==> src/rtl/nac_pkg.sv <==
package nac_pkg;

  typedef enum logic [1:0] {
    MODE_ACTIVE  = 2'd0,
    MODE_PASSIVE = 2'd1,
    MODE_OFF     = 2'd2
  } mode_e;

  typedef enum logic [1:0] {
    SUB_READY = 2'd0,
    SUB_SEND  = 2'd1,
    SUB_RECV  = 2'd2,
    SUB_ERR   = 2'd3
  } sub_e;

  // strobes from the control engine to the datapath, one cycle wide
  typedef struct packed {
    logic storeReq;
    logic clrPending;
    logic setBusFree;
    logic clrBusFree;
    logic tecUp;
    logic tecDown;
    logic recUp;
    logic recDown;
    logic clrCounters;
    logic startTx;
    logic sendDone;
    logic deliver;
    logic restartDone;
  } strobe_t;

endpackage

==> src/rtl/nacDatapath.sv <==
module nacDatapath
  import nac_pkg::*;
#(
  parameter int FRAME_W     = 32,
  parameter int TEC_W       = 9,
  parameter int REC_W       = 8,
  parameter int PASSIVE_LIM = 128,
  parameter int OFF_LIM     = 255,
  parameter int TEC_STEP    = 8
) (
  input  logic               clk,
  input  logic               rstN,
  input  strobe_t            cmd,
  input  logic [FRAME_W-1:0] reqFrame,
  input  logic [FRAME_W-1:0] rxFrame,
  output logic               dataPending,
  output logic               busFree,
  output logic [TEC_W-1:0]   tec,
  output logic [REC_W-1:0]   rec,
  output logic               tecPassive,
  output logic               recPassive,
  output logic               tecOff,
  output logic [FRAME_W-1:0] txFrame,
  output logic [FRAME_W-1:0] indFrame,
  output logic               acceptPulse,
  output logic               txStartPulse,
  output logic               sendCnfPulse,
  output logic               indPulse,
  output logic               restartPulse
);

  localparam logic [TEC_W-1:0] TEC_MAX  = {TEC_W{1'b1}};
  localparam logic [REC_W-1:0] REC_MAX  = {REC_W{1'b1}};
  localparam logic [TEC_W:0]   TEC_INC  = (TEC_W+1)'(TEC_STEP);
  localparam logic [TEC_W-1:0] TEC_PAS  = TEC_W'(PASSIVE_LIM);
  localparam logic [REC_W-1:0] REC_PAS  = REC_W'(PASSIVE_LIM);
  localparam logic [TEC_W-1:0] TEC_OFFL = TEC_W'(OFF_LIM);

  logic [TEC_W:0] tecSum;
  logic [TEC_W-1:0] tecNext;
  logic [REC_W-1:0] recNext;

  assign tecSum = {1'b0, tec} + TEC_INC;

  always_comb begin
    tecNext = tec;
    if (cmd.clrCounters) tecNext = '0;
    else if (cmd.tecUp) tecNext = tecSum[TEC_W] ? TEC_MAX : tecSum[TEC_W-1:0];
    else if (cmd.tecDown && tec != '0) tecNext = tec - 1'b1;
  end

  always_comb begin
    recNext = rec;
    if (cmd.clrCounters) recNext = '0;
    else if (cmd.recUp && rec != REC_MAX) recNext = rec + 1'b1;
    else if (cmd.recDown && rec != '0) recNext = rec - 1'b1;
  end

  always_ff @(posedge clk) begin
    if (!rstN) begin
      dataPending <= 1'b0;
      busFree     <= 1'b1;
      tec         <= '0;
      rec         <= '0;
      txFrame     <= '0;
      indFrame    <= '0;
    end else begin
      tec <= tecNext;
      rec <= recNext;
      if (cmd.clrPending) dataPending <= 1'b0;
      else if (cmd.storeReq) dataPending <= 1'b1;
      if (cmd.setBusFree) busFree <= 1'b1;
      else if (cmd.clrBusFree) busFree <= 1'b0;
      if (cmd.storeReq) txFrame <= reqFrame;
      if (cmd.deliver) indFrame <= rxFrame;
    end
  end

  always_ff @(posedge clk) begin
    if (!rstN) begin
      acceptPulse  <= 1'b0;
      txStartPulse <= 1'b0;
      sendCnfPulse <= 1'b0;
      indPulse     <= 1'b0;
      restartPulse <= 1'b0;
    end else begin
      acceptPulse  <= cmd.storeReq;
      txStartPulse <= cmd.startTx;
      sendCnfPulse <= cmd.sendDone;
      indPulse     <= cmd.deliver;
      restartPulse <= cmd.restartDone;
    end
  end

  assign tecPassive = tec >= TEC_PAS;
  assign recPassive = rec >= REC_PAS;
  assign tecOff     = tec > TEC_OFFL;

endmodule

==> src/rtl/nacControl.sv <==
module nacControl
  import nac_pkg::*;
(
  input  logic    clk,
  input  logic    rstN,
  input  logic    reqValid,
  input  logic    evArbLost,
  input  logic    evSendOk,
  input  logic    evSendErr,
  input  logic    evBusFrame,
  input  logic    evRxOk,
  input  logic    evRxErr,
  input  logic    evErrOver,
  input  logic    evRestart,
  input  logic    dataPending,
  input  logic    busFree,
  input  logic    tecPassive,
  input  logic    recPassive,
  input  logic    tecOff,
  output mode_e   mode,
  output sub_e    sub,
  output strobe_t cmd
);

  mode_e modeNext;
  sub_e  subNext;
  logic  linkUp;

  assign linkUp = (mode != MODE_OFF) && !tecOff;

  // fault-confinement mode, decided on the registered counter values
  always_comb begin
    modeNext = mode;
    cmd      = '0;
    subNext  = sub;
    if (mode == MODE_OFF) begin
      if (evRestart) begin
        modeNext        = MODE_ACTIVE;
        cmd.clrCounters = 1'b1;
        cmd.setBusFree  = 1'b1;
        cmd.restartDone = 1'b1;
      end
    end else if (tecOff) begin
      modeNext       = MODE_OFF;
      subNext        = SUB_READY;
      cmd.clrPending = 1'b1;
      cmd.clrBusFree = 1'b1;
    end else if (mode == MODE_ACTIVE && (tecPassive || recPassive)) begin
      modeNext = MODE_PASSIVE;
    end else if (mode == MODE_PASSIVE && !tecPassive && !recPassive) begin
      modeNext = MODE_ACTIVE;
    end

    // access engine, runs only while connected
    if (linkUp) begin
      if (reqValid && !dataPending) cmd.storeReq = 1'b1;
      unique case (sub)
        SUB_READY: begin
          if (evBusFrame) begin
            subNext        = SUB_RECV;
            cmd.clrBusFree = 1'b1;
          end else if (dataPending && busFree) begin
            subNext        = SUB_SEND;
            cmd.clrBusFree = 1'b1;
            cmd.startTx    = 1'b1;
          end
        end
        SUB_SEND: begin
          if (evSendErr) begin
            subNext   = SUB_ERR;
            cmd.tecUp = 1'b1;
          end else if (evSendOk) begin
            subNext        = SUB_READY;
            cmd.clrPending = 1'b1;
            cmd.setBusFree = 1'b1;
            cmd.tecDown    = 1'b1;
            cmd.sendDone   = 1'b1;
          end else if (evArbLost) begin
            subNext        = SUB_RECV;
            cmd.clrPending = 1'b1;
          end
        end
        SUB_RECV: begin
          if (evRxErr) begin
            subNext   = SUB_ERR;
            cmd.recUp = 1'b1;
          end else if (evRxOk) begin
            subNext        = SUB_READY;
            cmd.setBusFree = 1'b1;
            cmd.recDown    = 1'b1;
            cmd.deliver    = 1'b1;
          end
        end
        SUB_ERR: begin
          if (evErrOver) begin
            subNext        = SUB_READY;
            cmd.setBusFree = 1'b1;
          end
        end
        default: subNext = SUB_READY;
      endcase
    end
  end

  always_ff @(posedge clk) begin
    if (!rstN) begin
      mode <= MODE_ACTIVE;
      sub  <= SUB_READY;
    end else begin
      mode <= modeNext;
      sub  <= subNext;
    end
  end

endmodule

==> src/rtl/nodeAccessCtrl.sv <==
module nodeAccessCtrl
  import nac_pkg::*;
#(
  parameter int FRAME_W     = 32,
  parameter int TEC_W       = 9,
  parameter int REC_W       = 8,
  parameter int PASSIVE_LIM = 128,
  parameter int OFF_LIM     = 255,
  parameter int TEC_STEP    = 8
) (
  input  logic               clk,
  input  logic               rstN,
  input  logic               appReqValid,
  input  logic [FRAME_W-1:0] appReqFrame,
  output logic               appReqAccept,
  output logic               txStart,
  output logic [FRAME_W-1:0] txFrame,
  input  logic               evArbLost,
  input  logic               evSendOk,
  input  logic               evSendErr,
  input  logic               evBusFrame,
  input  logic               evRxOk,
  input  logic               evRxErr,
  input  logic               evErrOver,
  input  logic               evRestart,
  input  logic [FRAME_W-1:0] rxFrame,
  output logic               indValid,
  output logic [FRAME_W-1:0] indFrame,
  output logic               sendConfirm,
  output logic               restartConfirm,
  output logic [1:0]         nodeMode,
  output logic [1:0]         accessState,
  output logic               busEnable,
  output logic               dataPending,
  output logic               busFree,
  output logic [TEC_W-1:0]   txErrCount,
  output logic [REC_W-1:0]   rxErrCount
);

  strobe_t cmd;
  mode_e   mode;
  sub_e    sub;
  logic    tecPassive, recPassive, tecOff;

  nacControl uCtrl (
    .clk        (clk),
    .rstN       (rstN),
    .reqValid   (appReqValid),
    .evArbLost  (evArbLost),
    .evSendOk   (evSendOk),
    .evSendErr  (evSendErr),
    .evBusFrame (evBusFrame),
    .evRxOk     (evRxOk),
    .evRxErr    (evRxErr),
    .evErrOver  (evErrOver),
    .evRestart  (evRestart),
    .dataPending(dataPending),
    .busFree    (busFree),
    .tecPassive (tecPassive),
    .recPassive (recPassive),
    .tecOff     (tecOff),
    .mode       (mode),
    .sub        (sub),
    .cmd        (cmd)
  );

  nacDatapath #(
    .FRAME_W    (FRAME_W),
    .TEC_W      (TEC_W),
    .REC_W      (REC_W),
    .PASSIVE_LIM(PASSIVE_LIM),
    .OFF_LIM    (OFF_LIM),
    .TEC_STEP   (TEC_STEP)
  ) uData (
    .clk         (clk),
    .rstN        (rstN),
    .cmd         (cmd),
    .reqFrame    (appReqFrame),
    .rxFrame     (rxFrame),
    .dataPending (dataPending),
    .busFree     (busFree),
    .tec         (txErrCount),
    .rec         (rxErrCount),
    .tecPassive  (tecPassive),
    .recPassive  (recPassive),
    .tecOff      (tecOff),
    .txFrame     (txFrame),
    .indFrame    (indFrame),
    .acceptPulse (appReqAccept),
    .txStartPulse(txStart),
    .sendCnfPulse(sendConfirm),
    .indPulse    (indValid),
    .restartPulse(restartConfirm)
  );

  assign nodeMode    = mode;
  assign accessState = sub;
  assign busEnable   = (mode != MODE_OFF);

endmodule

==> config.mk <==
export PLATFORM = sky130hd
export DESIGN_NAME = nodeAccessCtrl
export DESIGN_NICKNAME = d
export VERILOG_FILES = /design/src/rtl/nac_pkg.sv /design/src/rtl/nacDatapath.sv /design/src/rtl/nacControl.sv /design/src/rtl/nodeAccessCtrl.sv
export SDC_FILE = /design/constraint.sdc
export NUM_CORES = 1
export LEC_CHECK = 0
export BUFFER_PORTS_ARGS = -buffer_cell sky130_fd_sc_hd__buf_4
export CAP_MARGIN = 20
export CORE_MARGIN = 1.5
export CORE_UTILIZATION = 43
export CTS_CLUSTER_SIZE = 16
export DETAILED_ROUTE_END_ITERATION = 8
export PLACE_DENSITY = 0.75
export SLEW_MARGIN = 20
export SYNTH_ARGS = -nofsm -noshare
export SYNTH_HDL_FRONTEND = slang
export SYNTH_SLANG_ARGS = --single-unit
export TNS_END_PERCENT = 100
==> constraint.sdc <==
create_clock -name clk -period 2.55 [get_ports clk]
set_input_delay 0.1275 -clock clk [delete_from_list [all_inputs] [get_ports clk]]
set_output_delay 0.1275 -clock clk [all_outputs]
set_load 0.02 [all_outputs]
==> flow_metrics.env <==
export IMPL_status="complete, but fails checks"
export IMPL_violations="negative setup slack"
export IMPL_netlist_instances=508
export IMPL_maxSlewViolCount=0
export IMPL_clock_latency_ns=0.36
export IMPL_die_x_um=100
export IMPL_drc=0
export IMPL_drv_cap=0
export IMPL_syn_nets=595
export IMPL_start_util_pct=44.0
export IMPL_hp_start="appReqFrame[27]"
export IMPL_tightest_slew_ns=0.642
export IMPL_drtPass1Iterations=4
export IMPL_grt_pass1_vias=3875
export IMPL_final_nets=781
export IMPL_ff2ff_setup_slack_ns=-0.05
export IMPL_cts_made_buffers=9
export IMPL_critPathSlowestCell="dfxtp_2"
export IMPL_avgSynthCellArea_sq_um=7.96
export IMPL_fmax_ghz=0.385
export IMPL_synth_area_sq_um=4040
export IMPL_clock_skew_final_ns=0.0121
export IMPL_synth_most_common_cell="nand2_1"
export IMPL_crit_chain="ha_1, and4_2, o211ai_4, nand3_4, ha_2, or3_1, o211ai_1, mux2i_1, mux2i_1"
export IMPL_cts_sinks=92
export IMPL_yosys_area_top_type_share_pct=45.6
export IMPL_cp_common_cell="mux2i_1"
export IMPL_ys_ff_latch=92
export IMPL_powerDensity_nw_per_um2=613
export IMPL_hpwl_mm=8.47
export IMPL_clk_pin_slew_worst_paths_ns=0.10
export IMPL_min_period_ns=2.60
export IMPL_fin_crit_sh_pct=102
export IMPL_synth_edff_count=0
export IMPL_worstHoldEndpoint="uData.txFrame[27]"
export IMPL_area_growth_pct=47.0
export IMPL_antenna_cells=0
export IMPL_end_kind="flip-flop"
export IMPL_hold_depth=3
export IMPL_port_buffers=167
export IMPL_routabilityCongestion=0.876
export IMPL_rows=35
export IMPL_finalWorstSetupSlack_ns=-0.0504
export IMPL_ir_drop_mv=0.387
export IMPL_final_antenna_net_count=0
export IMPL_slowest_delay_ns=0.41
export IMPL_synthFlopType="dfxtp_1"
export IMPL_leakage_uw=0.00260
export IMPL_final_hold_violation_count=0
export IMPL_path_max_fanout=8
export IMPL_crit_required_ns=2.82
export IMPL_cts_tree="built"
export IMPL_synthTopCellsByArea="dfxtp_1, nand2_1, a21oi_1, ha_1, mux2i_1"
export IMPL_setup_viol=1
export IMPL_grt_max_degree=43
export IMPL_synthTopCellsByCount="nand2_1, dfxtp_1, a21oi_1, nor2_1, clkbuf_1"
export IMPL_via_count=4191
export IMPL_drive_gt1_share_pct=31.9
export IMPL_ys_warn_count=0
export IMPL_ys_types=55
export IMPL_fin_setup_tns_ns=-0.0504
export IMPL_yosysTopAreaCell="dfxtp_1"
export IMPL_clockBufferDepth=2
export IMPL_r2r_start="uData.tec[4]"
export IMPL_crit_arrival_ns=2.87
export IMPL_rr_worst_depth=9
export IMPL_startpoint="uData.tec[4]"
export IMPL_final_area_sq_um=5940
export IMPL_totalWireLength_mm=11.8
export IMPL_grt_pass1_wl_mm=18.4
export IMPL_fin_hold_ws_ns=0.00867
export IMPL_die_height_um=100
export IMPL_r2r_end="uData.rec[7]"
export IMPL_wire_per_inst_um=14.6
export IMPL_crit_type="reg -> reg"
export IMPL_async_flop_share_pct=0
export IMPL_grt_usage_pct=22.8
export IMPL_synth_seq_area_share_pct=45.6
export IMPL_design_core_area_sq_um=9200
export IMPL_relSlewSlack_pct=56.9
export IMPL_io_pins=168
export IMPL_root_buffer="clkbuf_8"
export IMPL_vias_per_cell=5.17
export IMPL_overflow=0
export IMPL_htreeDepth=3
export IMPL_crit_path_start_kind="flip-flop"
export IMPL_drtIter0Drc=127
export IMPL_rsz0062_at_grt="yes"
export IMPL_min_path_type="in -> reg"
export IMPL_place_area_sq_um=5450
export IMPL_place_ws_ns=0.0166
export IMPL_dieArea_sq_um=9990
export IMPL_antenna_found_initial=0
-- repair_timing --
action                     4_1_cts  5_1_grt
setup endpoints to repair        1        3
hold endpoints to repair        19        0
gates cloned                     0        0
pin swaps                        0        2
gates resized for setup          1       12
buffers inserted                 0        1
hold buffers                    19        0
-- through the flow --
step	power, uW	instances	util [%]
after floorplan	2130	508	-
after global placement	2440	774	59.2
after detailed placement	2470	774	59.2
after CTS	3610	809	63.8
after global routing	3830	810	64.6
final	3640	810	64.6
-- layout make-up --
type                    count  area [sq um]
multi-input cells         373          2100
inverters                  15          56.3
fillers                   761          3250
well taps                 111           139
clock buffers               9           124
clock inverters             7           103
repair buffers            203          1570
flip-flops and latches     92          1850
-- registers in the layout, summed over array words and instances (netlist names) --
name and cells:
uData.indFrame 32, uData.txFrame 32, uData.tec 9, uData.rec 8, uCtrl.mode 2, uCtrl.sub 2
uData.acceptPulse 1, uData.busFree 1, uData.dataPending 1, uData.indPulse 1, uData.restartPulse 1, uData.sendCnfPulse 1
uData.txStartPulse 1
-- layout by cell type, fill, tap and decap left out, types with 6 or more instances in the layout --
master	n
a21oi_1	82
buf_4	184
clkbuf_8	9
dfxtp_1	89
dlygate4sd3_1	19
inv_1	14
mux2i_1	9
nand2_1	144
nand3_1	8
nor2_1	23
nor3_1	11
nor4_1	7
o21ai_0	9
or3_1	6
-- cells by family (layout without fill, tap and decap cells) --
kind of cell	after synthesis	after routing	synth area share, %
and+or+nand+nor	229	229	25.8
DFF	92	92	45.6
adders and majority gates	12	12	3.90
AOI/OAI and AO/OA	118	118	16.8
buffers and inverters	43	234	4.61
xor gates and xnor gates	5	5	1.08
muxes	9	9	2.23
-- how the worst max path moves through the flow --
stage / depth (start not counted) / slack [ns] / end
6_report: 9 / -0.05 / uData.rec[7]
5_1_grt: 9 / -0.13 / uData.rec[7]
4_1_cts: 10 / 0.04 / uData.rec[7]
3_5_place_dp: 10 / 0.02 / uData.rec[7]
3_3_place_gp: 10 / 0.07 / uData.rec[7]
2_1_floorplan: 10 / 0.007 / uData.rec[7]
-- worst max-delay path, delay by kind of cell, from the launching register on --
kind / cells / cell delay [ns]
adders and majority gates: 2 / 0.55
DFF: 1 / 0.41
muxes: 2 / 0.51
AOI/OAI and AO/OA: 2 / 0.22
and+or+nand+nor: 3 / 0.84
-- power by group --
group          total, uW  switching, uW  leakage (uW)  internal (uW)
clock network       1120            552      0.000117            569
logic                922            485       0.00173            436
registers           1600           78.2      0.000751           1520
-- routing by layer --
layer	share of wire (%)	global-route usage, %
met5	0	0
met2	51	39.4
met4	2.4	9.32
met1	43	28.7
met3	4.5	3.06
(Power assumes the default switching activity.)
